--- src/rtl/ctr_pkg.sv ---
// Package: shared operating-mode type for the synchronous counter.
// Assumes: no other package defines ctr_mode_t.
package ctr_pkg;

    // One operating mode is selected at each rising edge.
    typedef enum logic [1:0] {
        MODE_HOLD  = 2'd0,
        MODE_COUNT = 2'd1,
        MODE_LOAD  = 2'd2,
        MODE_CLEAR = 2'd3
    } ctr_mode_t;

endpackage

--- src/rtl/ctr_mode_dec.sv ---
// Module: ctr_mode_dec
// Decodes the control inputs into a single operating mode using the fixed
// priority clear > load > count > hold.
// Assumes: the controls are sampled synchronously by the state register.
module ctr_mode_dec
    import ctr_pkg::*;
(
    input  logic      clr_n,
    input  logic      load_n,
    input  logic      en_par,
    input  logic      en_trk,
    output ctr_mode_t mode
);

    // Priority encoder over the four controls.
    always_comb begin
        if (!clr_n)
            mode = MODE_CLEAR;
        else if (!load_n)
            mode = MODE_LOAD;
        else if (en_par && en_trk)
            mode = MODE_COUNT;
        else
            mode = MODE_HOLD;
    end

endmodule

--- src/rtl/ctr_state_reg.sv ---
// Module: ctr_state_reg
// Holds the count and applies the selected mode at each rising edge.
// Assumes: there is no asynchronous reset; MODE_CLEAR is the only
// initialisation path. The increment wraps at 2^WIDTH.
module ctr_state_reg
    import ctr_pkg::*;
#(
    parameter int WIDTH = 4
) (
    input  logic             clk,
    input  ctr_mode_t        mode,
    input  logic [WIDTH-1:0] din,
    output logic [WIDTH-1:0] q
);

    localparam logic [WIDTH-1:0] ZERO = '0;
    localparam logic [WIDTH-1:0] ONE  = WIDTH'(1);

    logic [WIDTH-1:0] q_next;

    // Next-state selection for each mode.
    always_comb begin
        unique case (mode)
            MODE_CLEAR: q_next = ZERO;
            MODE_LOAD:  q_next = din;
            MODE_COUNT: q_next = q + ONE;
            default:    q_next = q;
        endcase
    end

    // Edge-triggered count storage.
    always_ff @(posedge clk) begin
        q <= q_next;
    end

endmodule

--- src/rtl/ctr_tc_decode.sv ---
// Module: ctr_tc_decode
// Combinational terminal-count decode: all count bits set AND trickle enable.
// Assumes: the output is used as data (a cascade enable) only, never as a
// clock or a reset.
module ctr_tc_decode #(
    parameter int WIDTH = 4
) (
    input  logic [WIDTH-1:0] q,
    input  logic             en_trk,
    output logic             term
);

    logic [WIDTH:0] chain;

    assign chain[0] = en_trk;

    // AND chain, one stage per count bit.
    for (genvar i = 0; i < WIDTH; i++) begin : g_and
        assign chain[i+1] = chain[i] & q[i];
    end

    assign term = chain[WIDTH];

endmodule

--- src/rtl/sync_bin_counter.sv ---
// Module: sync_bin_counter
// Cascadable synchronous binary up-counter with synchronous clear and load,
// two count enables, and a terminal count gated by the trickle enable.
// Assumes: clr_n is held low for at least one edge before the count is used.
module sync_bin_counter #(
    parameter int WIDTH = 4
) (
    input  logic             clk,
    input  logic             clr_n,
    input  logic             load_n,
    input  logic             en_par,
    input  logic             en_trk,
    input  logic [WIDTH-1:0] din,
    output logic [WIDTH-1:0] count,
    output logic             term
);

    ctr_pkg::ctr_mode_t mode;

    ctr_mode_dec u_mode (
        .clr_n (clr_n),
        .load_n(load_n),
        .en_par(en_par),
        .en_trk(en_trk),
        .mode  (mode)
    );

    ctr_state_reg #(.WIDTH(WIDTH)) u_reg (
        .clk (clk),
        .mode(mode),
        .din (din),
        .q   (count)
    );

    ctr_tc_decode #(.WIDTH(WIDTH)) u_tc (
        .q     (count),
        .en_trk(en_trk),
        .term  (term)
    );

endmodule

--- config.mk ---
export PLATFORM = sky130hd
export DESIGN_NAME = sync_bin_counter
export DESIGN_NICKNAME = d
export VERILOG_FILES = /design/src/rtl/ctr_pkg.sv /design/src/rtl/ctr_mode_dec.sv /design/src/rtl/ctr_state_reg.sv /design/src/rtl/ctr_tc_decode.sv /design/src/rtl/sync_bin_counter.sv
export SDC_FILE = /design/constraint.sdc
export NUM_CORES = 1
export LEC_CHECK = 0
export ABC_AREA = 1
export BUFFER_PORTS_ARGS = -buffer_cell sky130_fd_sc_hd__buf_4
export CAP_MARGIN = 40
export CORE_AREA = 2 2 39 41
export CTS_BUF_LIST = sky130_fd_sc_hd__clkbuf_16
export CTS_CLUSTER_SIZE = 24
export DETAILED_ROUTE_END_ITERATION = 12
export DIE_AREA = 0 0 41 43
export HOLD_SLACK_MARGIN = 0.06
export PLACE_DENSITY = 0.44
export SLEW_MARGIN = 20
export SYNTH_ARGS = -nofsm -noshare
export SYNTH_HDL_FRONTEND = slang
export SYNTH_HIERARCHICAL = 1
export SYNTH_SLANG_ARGS = --single-unit
--- constraint.sdc ---
create_clock -name clk -period 3.23 [get_ports clk]
set_clock_uncertainty 0.1 [all_clocks]
set_input_delay 0.4845 -clock clk [delete_from_list [all_inputs] [get_ports clk]]
set_output_delay 0.4845 -clock clk [all_outputs]
set_load 0.05 [all_outputs]
==> flow_metrics.tcl <==
set metrics [dict create \
    diodes 0 \
    row_count 14 \
    cts_resized 0 \
    htree_levels 1 \
    fin_crit_ps 1630 \
    grt_pass1_vias 292 \
    dieArea_mm2 0.00176 \
    syn_area_um2 294 \
    cts_buffers 3 \
    worstMarginPinSlew_ps 216 \
    track_usage_pct 10.2 \
    top_register "u_reg/q" \
    clkSinkCount 4 \
    fmax_mhz 614 \
    drc_errors 0 \
    die_y_um 43 \
    wl_per_cell_um 10.4 \
    critPathLaunch "u_reg/q[0]$_DFFE_PP_" \
    path_clk_slew_ps 30 \
    path_max_fanout 6 \
    coreArea_mm2 0.00138 \
    rsz0062_at_grt "false" \
    synth-seq-cells 4 \
    ff2ff_path_depth 3 \
    io_buffers 13 \
    power.density_cell_area_mw_per_mm2 629 \
    synthDistinctLibCells 11 \
    tns_ps 0 \
    cp_data_arrival_time_ps 1040 \
    syn-num-nets 48 \
    required_ps 2650 \
    dpl.hpwl_um 571 \
    routed_wl_um 700 \
    ios 14 \
    post_cts_buffers 0 \
    crit_type "reg2out" \
    status "complete, no violations" \
    firstDrtPassIters 4 \
    ys_warn_count 6 \
    initial_core_util_pct 21.2 \
    setup.worst_path.start_class "register" \
    grt_antenna_before_repair 0 \
    r2r-start "u_reg/q[0]$_DFFE_PP_" \
    drive_gt1_share_pct 33.3 \
    cts.path.max_buffers 2 \
    grt_first_pass_wirelength_um 1080 \
    drv_cap 0 \
    drtAntennaViolNets 0 \
    top_regs "u_reg/q (4)" \
    yosysSeqAreaShare_pct 40.9 \
    drt-initial-drc-count 5 \
    die_w_um 41 \
    timing.rr.end "u_reg/q[2]$_DFFE_PP_" \
    root_buffer "clkbuf_16" \
    largest_reg_flops 4 \
    area_delta_synth_final_pct 65.5 \
    vias 298 \
    p_leak_nw 0.240 \
    grt_start_max_net_pins 7 \
    nNetsFinal 66 \
    finalWeightedCongestion 0.704 \
    final-hold-violation-count 0 \
    gr-total-overflow 0 \
    synthCells 35 \
    vdd_drop_max_mv 0.180 \
    min_period_over_period_pct 50.4 \
    r2r_slack_ps 1940 \
    cts_tree "built" \
    finalPower_uw 306 \
    finalSetupViolCount 0 \
    slew_headroom_pct 85.6 \
    report.final.slew_viol_count 0 \
    clkLatencyLatePin_ps 220 \
    hold_buffers 0 \
    hold_class "in2reg" \
    routed_via_density 4.45 \
    critPathCaptureType "primary output" \
    avgSynthCellArea_um2 8.40 \
    critPathCapture "term" \
]
## power by group
| part | switching, mW | total, mW | internal (mW) |
|---|---|---|---|
| Sequential | 0.00643 | 0.0694 | 0.0629 |
| Clock | 0.0323 | 0.190 | 0.158 |
| Combinational | 0.0286 | 0.0463 | 0.0178 |
| Total | 0.0673 | 0.306 | 0.239 |
## cell families after synthesis
family	synth area share (%)
and+or+nand+nor	21.7
AOI/OAI and AO/OA	12.8
buffers and inverters	7.66
adders and majority gates	17.0
DFF	40.9
## critical path, cell delays in order, from the launching register on
cell and delay [ps]:
edfxtp_1 440, nand2_1 70, nor2_1 100, buf_4 200
## cell type report
type / instances / area (um^2)
fillers: 148 / 897
clock buffers: 3 / 75.1
multi-input cells: 25 / 151
repair buffers: 13 / 97.6
flip-flops and latches: 4 / 120
inverters: 6 / 22.5
well taps: 16 / 20.0
## routing by layer
layer | vias to the layer above | share of wire, % | track usage [%]
met1 | 138 | 38 | 8.77
li1 | 150 | - | -
met2 | 10 | 57 | 16.6
met4 | 0 | 0 | 10.0
met5 | - | 0 | 0
met3 | 0 | 5.3 | 3.14
## Yosys cell counts
| library cell | n | area, um^2 |
|---|---|---|
| inv_1 | 6 | 22.5 |
| nand4_1 | 1 | 6.26 |
| a21oi_2 | 1 | 8.76 |
| nand2_1 | 8 | 30.0 |
| a21oi_1 | 3 | 15.0 |
| nand3_1 | 4 | 20.0 |
| a2bb2oi_1 | 1 | 8.76 |
| edfxtp_1 | 4 | 120 |
| nor2_1 | 2 | 7.51 |
| o21ai_1 | 1 | 5.00 |
| ha_1 | 4 | 50.1 |
## metrics by stage
| stage | setup WS (ps) | cell area (um^2) | utilization [%] | hold WS, ps | cells |
|---|---|---|---|---|---|
| 3_5_place_dp | 1600 | 412 | 29.7 | 664 | 64 |
| 2_1_floorplan | 1160 | 294 | - | 603 | 35 |
| 4_1_cts | 1570 | 487 | 35.2 | 496 | 67 |
| 3_3_place_gp | 1590 | 412 | 29.7 | 662 | 64 |
| 5_1_grt | 1500 | 487 | 35.2 | 522 | 67 |
| 6_report | 1600 | 487 | 35.2 | 490 | 67 |
## cells in the final DEF, fill, tap and decap left out
| master | count |
|---|---|
| a21oi_1 | 3 |
| a21oi_2 | 1 |
| a2bb2oi_1 | 1 |
| buf_4 | 13 |
| clkbuf_16 | 3 |
| edfxtp_1 | 4 |
| ha_1 | 4 |
| inv_1 | 6 |
| nand2_1 | 8 |
| nand3_1 | 4 |
| nand4_1 | 1 |
| nor2_1 | 2 |
| o21ai_1 | 1 |
## worst min-delay path by stage
stage / from / endpoint / slack (ps) / depth (start not counted)
after floorplan: din[0] / u_reg/q[0]$_DFFE_PP_ / 600 / 2
after CTS: din[0] / u_reg/q[0]$_DFFE_PP_ / 500 / 3
after global routing: din[0] / u_reg/q[0]$_DFFE_PP_ / 520 / 3
after detailed placement: u_reg/q[2]$_DFFE_PP_ / u_reg/q[2]$_DFFE_PP_ / 660 / 2
after global placement: u_reg/q[2]$_DFFE_PP_ / u_reg/q[2]$_DFFE_PP_ / 660 / 2
final: din[0] / u_reg/q[0]$_DFFE_PP_ / 490 / 3
Note: power is estimated with default switching activity, not from simulation.
